==> src/rtl/mod_residue_pkg.sv <==
package mod_residue_pkg;

    typedef enum int {
        TOPO_BRENT_KUNG  = 0,
        TOPO_KOGGE_STONE = 1
    } topo_e;

    // Number of combine levels a carry tree needs for a word of width w.
    function automatic int tree_levels(input int w);
        int l;
        l = 0;
        while ((1 << l) < w) l++;
        return l;
    endfunction

endpackage

==> src/rtl/gp_precompute.sv <==
module gp_precompute #(
    parameter int N = 16
) (
    input  logic [N-1:0] a_in,
    input  logic [N-1:0] b_in,
    output logic [N-1:0] gen_o,
    output logic [N-1:0] prop_o
);

    always_comb begin
        gen_o  = a_in & b_in;
        prop_o = a_in ^ b_in;
    end

endmodule

==> src/rtl/prefix_carry_tree.sv <==
module prefix_carry_tree
    import mod_residue_pkg::*;
#(
    parameter int N    = 16,
    parameter int TOPO = TOPO_BRENT_KUNG
) (
    input  logic [N-1:0] gen_i,
    input  logic [N-1:0] prop_i,
    output logic [N-1:0] grp_gen_o,   // carry out of span [i:0]
    output logic [N-1:0] grp_prop_o   // every bit of span [i:0] propagates
);

    localparam int LVL    = tree_levels(N);
    localparam int STAGES = (TOPO == TOPO_KOGGE_STONE) ? LVL
                          : ((LVL > 0) ? (2 * LVL - 1) : 0);

    // Lower partner of node i at stage s, or -1 when the node passes through.
    function automatic int partner(input int s, input int i);
        int k;
        int span;
        if (TOPO == TOPO_KOGGE_STONE) begin
            return (i >= (1 << s)) ? (i - (1 << s)) : -1;
        end
        if (s < LVL) begin
            span = 2 << s;
            return (((i + 1) % span) == 0) ? (i - (1 << s)) : -1;
        end
        k    = 2 * LVL - 2 - s;
        span = 2 << k;
        return ((((i + 1) % span) == (1 << k)) && ((i + 1) > span))
               ? (i - (1 << k)) : -1;
    endfunction

    logic [N-1:0] g_lvl [0:STAGES];
    logic [N-1:0] p_lvl [0:STAGES];

    assign g_lvl[0] = gen_i;
    assign p_lvl[0] = prop_i;

    for (genvar s = 0; s < STAGES; s++) begin : g_stage
        for (genvar i = 0; i < N; i++) begin : g_node
            localparam int J = partner(s, i);
            if (J >= 0) begin : g_combine
                assign g_lvl[s+1][i] = g_lvl[s][i] | (p_lvl[s][i] & g_lvl[s][J]);
                assign p_lvl[s+1][i] = p_lvl[s][i] & p_lvl[s][J];
            end else begin : g_pass
                assign g_lvl[s+1][i] = g_lvl[s][i];
                assign p_lvl[s+1][i] = p_lvl[s][i];
            end
        end
    end

    assign grp_gen_o  = g_lvl[STAGES];
    assign grp_prop_o = p_lvl[STAGES];

endmodule

==> src/rtl/excess_one_unit.sv <==
module excess_one_unit #(
    parameter int N = 16
) (
    input  logic [N-1:0] raw_i,
    input  logic         inc_i,
    output logic [N-1:0] res_o
);

    // ones_below[i] is set when raw bits [i-1:0] are all one.
    logic [N-1:0] ones_below;

    always_comb begin
        ones_below[0] = 1'b1;
        for (int i = 1; i < N; i++) begin
            ones_below[i] = ones_below[i-1] & raw_i[i-1];
        end
        res_o = raw_i ^ ({N{inc_i}} & ones_below);
    end

endmodule

==> src/rtl/mod_residue_adder.sv <==
module mod_residue_adder
    import mod_residue_pkg::*;
#(
    parameter int N    = 16,
    parameter int TOPO = TOPO_BRENT_KUNG
) (
    input  logic [N-1:0] a_in,
    input  logic [N-1:0] b_in,
    output logic [N-1:0] sum_out
);

    logic [N-1:0] gen_bits;
    logic [N-1:0] prop_bits;
    logic [N-1:0] grp_gen;
    logic [N-1:0] grp_prop;
    logic [N-1:0] carry_in_bits;
    logic [N-1:0] raw_sum;
    logic         carry_top;
    logic         all_prop;
    logic         inc_ctl;

    gp_precompute #(.N(N)) u_gp (
        .a_in   (a_in),
        .b_in   (b_in),
        .gen_o  (gen_bits),
        .prop_o (prop_bits)
    );

    prefix_carry_tree #(.N(N), .TOPO(TOPO)) u_tree (
        .gen_i      (gen_bits),
        .prop_i     (prop_bits),
        .grp_gen_o  (grp_gen),
        .grp_prop_o (grp_prop)
    );

    always_comb begin
        carry_in_bits = {grp_gen[N-2:0], 1'b0};
        raw_sum       = prop_bits ^ carry_in_bits;
        carry_top     = grp_gen[N-1];
        all_prop      = grp_prop[N-1];
        inc_ctl       = carry_top | all_prop;
    end

    excess_one_unit #(.N(N)) u_inc (
        .raw_i (raw_sum),
        .inc_i (inc_ctl),
        .res_o (sum_out)
    );

endmodule

==> config.mk <==
export PLATFORM = sky130hd
export DESIGN_NAME = mod_residue_adder
export DESIGN_NICKNAME = d
export VERILOG_FILES = /design/src/rtl/mod_residue_pkg.sv /design/src/rtl/gp_precompute.sv /design/src/rtl/prefix_carry_tree.sv /design/src/rtl/excess_one_unit.sv /design/src/rtl/mod_residue_adder.sv
export SDC_FILE = /design/constraint.sdc
export NUM_CORES = 1
export LEC_CHECK = 0
export BUFFER_PORTS_ARGS = -buffer_cell sky130_fd_sc_hd__buf_2
export CAP_MARGIN = 20
export CORE_ASPECT_RATIO = 1.2
export CORE_MARGIN = 4
export CORE_UTILIZATION = 30
export DETAILED_ROUTE_END_ITERATION = 12
export PLACE_DENSITY = 0.57
export REMOVE_ABC_BUFFERS = 1
export SYNTH_ARGS = -nofsm -noshare
export SYNTH_HDL_FRONTEND = slang
export SYNTH_SLANG_ARGS = --single-unit
==> constraint.sdc <==
create_clock -name vclk -period 8.6
set_clock_uncertainty 0.1 [all_clocks]
set_input_delay 1.29 -clock vclk [all_inputs]
set_output_delay 1.29 -clock vclk [all_outputs]
set_load 0.005 [all_outputs]
==> metrics.cfg, run 1 <==
[outcome]
outcome = finished clean

[global_routing]
grt_max_degree = 13
grt_pass1_wl_mm = 4.22
grt_usage_pct = 11.4
grt_pass1_vias = 1058
grt_overflow = 0
antenna_found_initial = 0

[timing]
tightest_slew_ps = 486
hold_slack_ps = 2980
slew-limit-headroom_pct = 67.4
tns_ps = 0
rsz0062_at_grt = no
fmax_ghz = 0.170
fin_ws_ps = 2730
slew_violations = 0
setup_violations = 0
finalHoldViolCount = 0
min_period_over_period_pct = 68.3
timing.final.crit_period_ps = 5870

[placement]
post-place-ws_ps = 2710
place_hpwl_mm = 2.45
portBuffers = 48
gp_congestion = 0.793

[finish]
fillCellCount = 362
seq_cells = 0
clock_buffers = 0
diodes = 0
area_growth_pct = 26.2
fin_nets = 232
layout-drive-gt1-share_pct = 30.6
final-seq-area_um2 = 0
multi_input_area_um2 = 983

[floorplanning]
dieWidth_um = 62.0
dieHeight_um = 72.8
core_um2 = 3370
io_pins = 48
die_area_um2 = 4520
start_util_pct = 31.2
fp-row-count = 23

[logic_synthesis]
netlist_area_um2 = 1050
synth_compound_area_share_pct = 13.2
synthCells = 127
synthAdderAreaFrac_pct = 35.5
synth_top_family_by_area = adder cells
yosysUniqueCellTypes = 33
yosysWarnings = 0
avgSynthCellArea_um2 = 8.28
muxShareOfSynthArea_pct = 0
synth_xor_area_share_pct = 18.3
yosys.area_share.simple_pct = 26.5
synth_top_cell_by_area = ha_1
synthTopCellsByArea = ha_1 (20%), fa_1 (15%), xor2_1 (12%), xnor2_1 (6.7%), inv_1 (5.4%)
ys_seq_area_share_pct = 0
yosysTopAreaCellShare_pct = 20.2

[drt]
wl_per_cell_um = 12.4
viasPerCell = 5.09
ant_nets = 0
drc_errors = 0
wl_mm = 2.60
drtIter0Drc = 15
vias = 1068
dr.pass1.iters = 2

[setup_path]
crit_type = input pin to primary output
path_max_fanout = 4
critPathLaunchType = input pin
crit_required_ps = 7210
endpoint_kind = primary output
cp.arrival_ps = 4480

[worst_hold_path]
hp-class = input pin to primary output

[power_and_ir_drop]
ir_worst_vdd_mv = 0.0365
p_per_area_nw_per_um2 = 84.7
p_leak_nw = 0.636
p_total_w = 0.000112

[clock_network]
post_cts_resized = 0
cts_hold_buf = 0
post-cts-setup-buffers = 0

[job]
maxCapViolCount = 0

[path summary, 6_finish.rpt]
path	endpoint	cells after the start	from
hold / removal	sum_out[0]	4	b_in[0]
setup / recovery	sum_out[11]	13	a_in[0]
[synthesized netlist by cell type, types with 2 or more instances]
master,instances
inv_1,15
nand2_1,8
a21o_1,2
nand3_1,4
a21oi_1,8
nor2_1,5
fa_1,8
xnor2_1,8
o211ai_1,2
nand3b_1,4
nand4_1,6
xor2_1,14
nor3_1,3
o21bai_1,2
o21ai_0,3
ha_1,17
nor4_4,2
[layer usage]
metal  global-route usage (%)  wire length (um)
met3                     1.06               151
met5                        0                 0
met1                     12.4               969
met2                     23.8              1470
met4                        0                 0
[stage by stage]
stage | util, % | cell area [um^2] | cells
after floorplan | - | 1040 | 125
after global placement | 39.4 | 1330 | 210
after detailed placement | 39.4 | 1330 | 210
after CTS | 39.4 | 1330 | 210
after global routing | 39.4 | 1330 | 210
final | 39.4 | 1330 | 210
[worst max-delay path: stages]
cell and delay (ps):
buf_2 100, ha_1 200, fa_1 380, a21o_1 200
a21oi_1 320, o21bai_1 220, a21o_1 210, a21oi_1 210
fa_1 530, nor3_1 340, nand4_1 170, xor2_1 170
buf_2 150
[final cells by class]
class | instances | area share, %
multi-input combinational | 110 | 74.2
inverter | 15 | 4.25
tap | 37 | 3.49
timing repair buffer | 48 | 18.1
[where the power goes]
group	switching, W	internal [W]	leakage (nW)
Clock	0	0	0
Combinational	0.0000608	0.0000515	0.636
Sequential	0	0	0
Total	0.0000608	0.0000515	0.636
[cells in the final DEF, fill, tap and decap left out, drive strengths merged, types with 2 or more instances in the layout]
cell    synthesis  layout
buf             1      48
ha             17      17
inv            15      15
xor2           14      14
a21oi           8       8
nand2           8       8
xnor2           8       8
fa              8       8
nand4           6       6
nand3           6       6
nor2            5       5
nand3b          4       4
o21ai           3       3
nor3            3       3
a21o            2       2
o21bai          2       2
o211ai          2       2
nor4            2       2
[kinds of logic (layout without fill, tap and decap cells)]
family                     Yosys count  count (layout)
xor gates and xnor gates            22              22
and+or+nand+nor                     42              42
adders and majority gates           25              25
buffers and inverters               17              63
AOI/OAI and AO/OA                   21              21
No activity file was read; power rests on OpenSTA's default activity.
==> inputs of run 2 (changes only) <==
- ABC_AREA: unset -> 1
- PLACE_DENSITY: 0.57 -> 0.58
- clock period: 8.6 -> 5.2 ns (I/O delays scaled with it)
==> run 2 against run 1 <==
  * Core utilization decreased by 0.13 points
  * Die area increased by 9.1%
  * Synthesized area increased by 10%
  * Worst setup slack got worse by 1900 ps
  * Sequential share of layout area unchanged
  * Non-clock buffer count unchanged
  * Flip-flop and latch count unchanged
  * Clock-buffer cell count unchanged
  * Global-route usage decreased by 1.5 points
  * Critical path depth increased by 6
  * Power increased by 65%
  * Combinational power increased by 65%
==> metrics.cfg, run 2 <==
[outcome]
outcome = finished clean

[finish]
multi_input_area_um2 = 991
final-seq-area_um2 = 0
fillCellCount = 421
final_core_util_pct = 39.3
fin_nets = 281
mostFrequentLayoutCells = buf_2 (48), nand2_1 (42), inv_1 (39)
layout_commonest_cell = buf_2
clock_buffers = 0
seq_cells = 0
layout-drive-gt1-share_pct = 32.4
diodes = 0
area_growth_pct = 25.0

[timing]
slew_violations = 0
tightest_slew_ps = 318
slew-limit-headroom_pct = 78.6
rsz0062_at_grt = no
fmax_ghz = 0.231
tns_ps = 0
hold_slack_ps = 1940
setup_violations = 0
min_period_over_period_pct = 83.2
finalHoldViolCount = 0
timing.final.crit_period_ps = 4320

[logic_synthesis]
synthTopCellsByArea = ha_1 (18%), fa_1 (14%), nand2_1 (14%), inv_1 (13%), xor2_1 (6.0%)
ys_seq_area_share_pct = 0
synth_compound_area_share_pct = 7.66
synth_top_cell_by_area = ha_1
synthCells = 175
yosysWarnings = 0
synth_common_cells = nand2_1 (42), inv_1 (39), ha_1 (17)
synth_xor_area_share_pct = 7.55
synth_most_common_cell = nand2_1
muxShareOfSynthArea_pct = 0
yosysUniqueCellTypes = 23
netlist_area_um2 = 1160
yosysTopAreaCellShare_pct = 18.3
synth_top_family_by_area = simple AND/OR/NAND/NOR gates
synthAdderAreaFrac_pct = 32.1
avgSynthCellArea_um2 = 6.63
yosys.area_share.simple_pct = 38.1

[drt]
dr.pass1.iters = 2
vias = 1176
drtIter0Drc = 21
drc_errors = 0
ant_nets = 0
wl_per_cell_um = 8.77
viasPerCell = 4.29
wl_mm = 2.40

[power_and_ir_drop]
p_total_w = 0.000185
p_per_area_nw_per_um2 = 128
p_leak_nw = 0.846
ir_worst_vdd_mv = 0.0418

[setup_path]
endpoint_kind = primary output
crit_type = input pin to primary output
critPathLaunchType = input pin
crit_required_ps = 4320
cp.arrival_ps = 3440
path_max_fanout = 4

[placement]
portBuffers = 48
place_hpwl_mm = 2.29
gp_congestion = 0.753

[floorplanning]
dieHeight_um = 76.1
io_pins = 48
fp-row-count = 24
die_area_um2 = 4930
core_um2 = 3690
start_util_pct = 31.4
dieWidth_um = 64.8

[clock_network]
post-cts-setup-buffers = 0
cts_hold_buf = 0
post_cts_resized = 0

[global_routing]
antenna_found_initial = 0
met2_usage_pct = 20.0
grt_overflow = 0
grt_use_met3_pct = 0.442
grt_usage_pct = 9.96
grt-busiest-layer = met2
grt_pass1_vias = 1092
grt_pass1_wl_mm = 4.35
grt_util_met1_pct = 12.0
grt_max_degree = 20

[worst_hold_path]
hp-class = input pin to primary output

[job]
maxCapViolCount = 0

## run 2: cell types whose count changed after synthesis, sizes merged, moves of 4 or more
cell	before	now
nor2	5	16
nand2	8	48
xor2	14	8
inv	15	41
a21oi	8	13
nand3b	4	0
nand3	6	12
xnor2	8	2
## run 2: logic make-up (layout without fill, tap and decap cells)
kind of cell,after synthesis,count (layout)
AOI/OAI and AO/OA,15,15
adders and majority gates,25,25
and+or+nand+nor,83,83
buffers and inverters,42,89
xor gates and xnor gates,10,10
## run 2: worst max-delay path: stages
cell	delay, ps
buf_2	100
ha_1	200
fa_1	380
nand3_1	90
nand2_1	90
nand2_1	80
nand2_2	80
a31oi_1	180
fa_1	460
inv_1	110
nand3_1	80
nor2_1	150
nand3_2	120
nor2_4	140
nand3_2	110
nor2_2	100
nand2_1	50
nand2_1	40
buf_2	100
## run 2: area by class of cell
class | instances | area share, %
multi-input combinational | 133 | 68.3
timing repair buffer | 48 | 16.6
inverter | 41 | 10.6
tap | 52 | 4.49
## run 2: path summary, 6_finish.rpt
check,from,slack (ps),to,cells past startpoint
min,b_in[1],1940,sum_out[1],4
max,a_in[0],880,sum_out[15],19
## run 2: routing by layer
layer / vias up / routed length [um]
li1: 634 / -
met1: 518 / 1020
met2: 24 / 1250
met3: 0 / 132
met4: 0 / 0
met5: - / 0
## run 2: stage by stage
stage / std cells / setup WS [ps] / instance area (um^2)
6_report: 274 / 876 / 1450
3_5_place_dp: 274 / 846 / 1450
5_1_grt: 274 / 513 / 1450
3_3_place_gp: 274 / 895 / 1450
2_1_floorplan: 174 / 1250 / 1140
4_1_cts: 274 / 847 / 1450
## run 2: power by group
| group | leakage (nW) | switching (W) | internal (W) | total (W) |
|---|---|---|---|---|
| logic | 0.846 | 0.000105 | 0.0000800 | 0.000185 |
| registers | 0 | 0 | 0 | 0 |
| clock network | 0 | 0 | 0 | 0 |
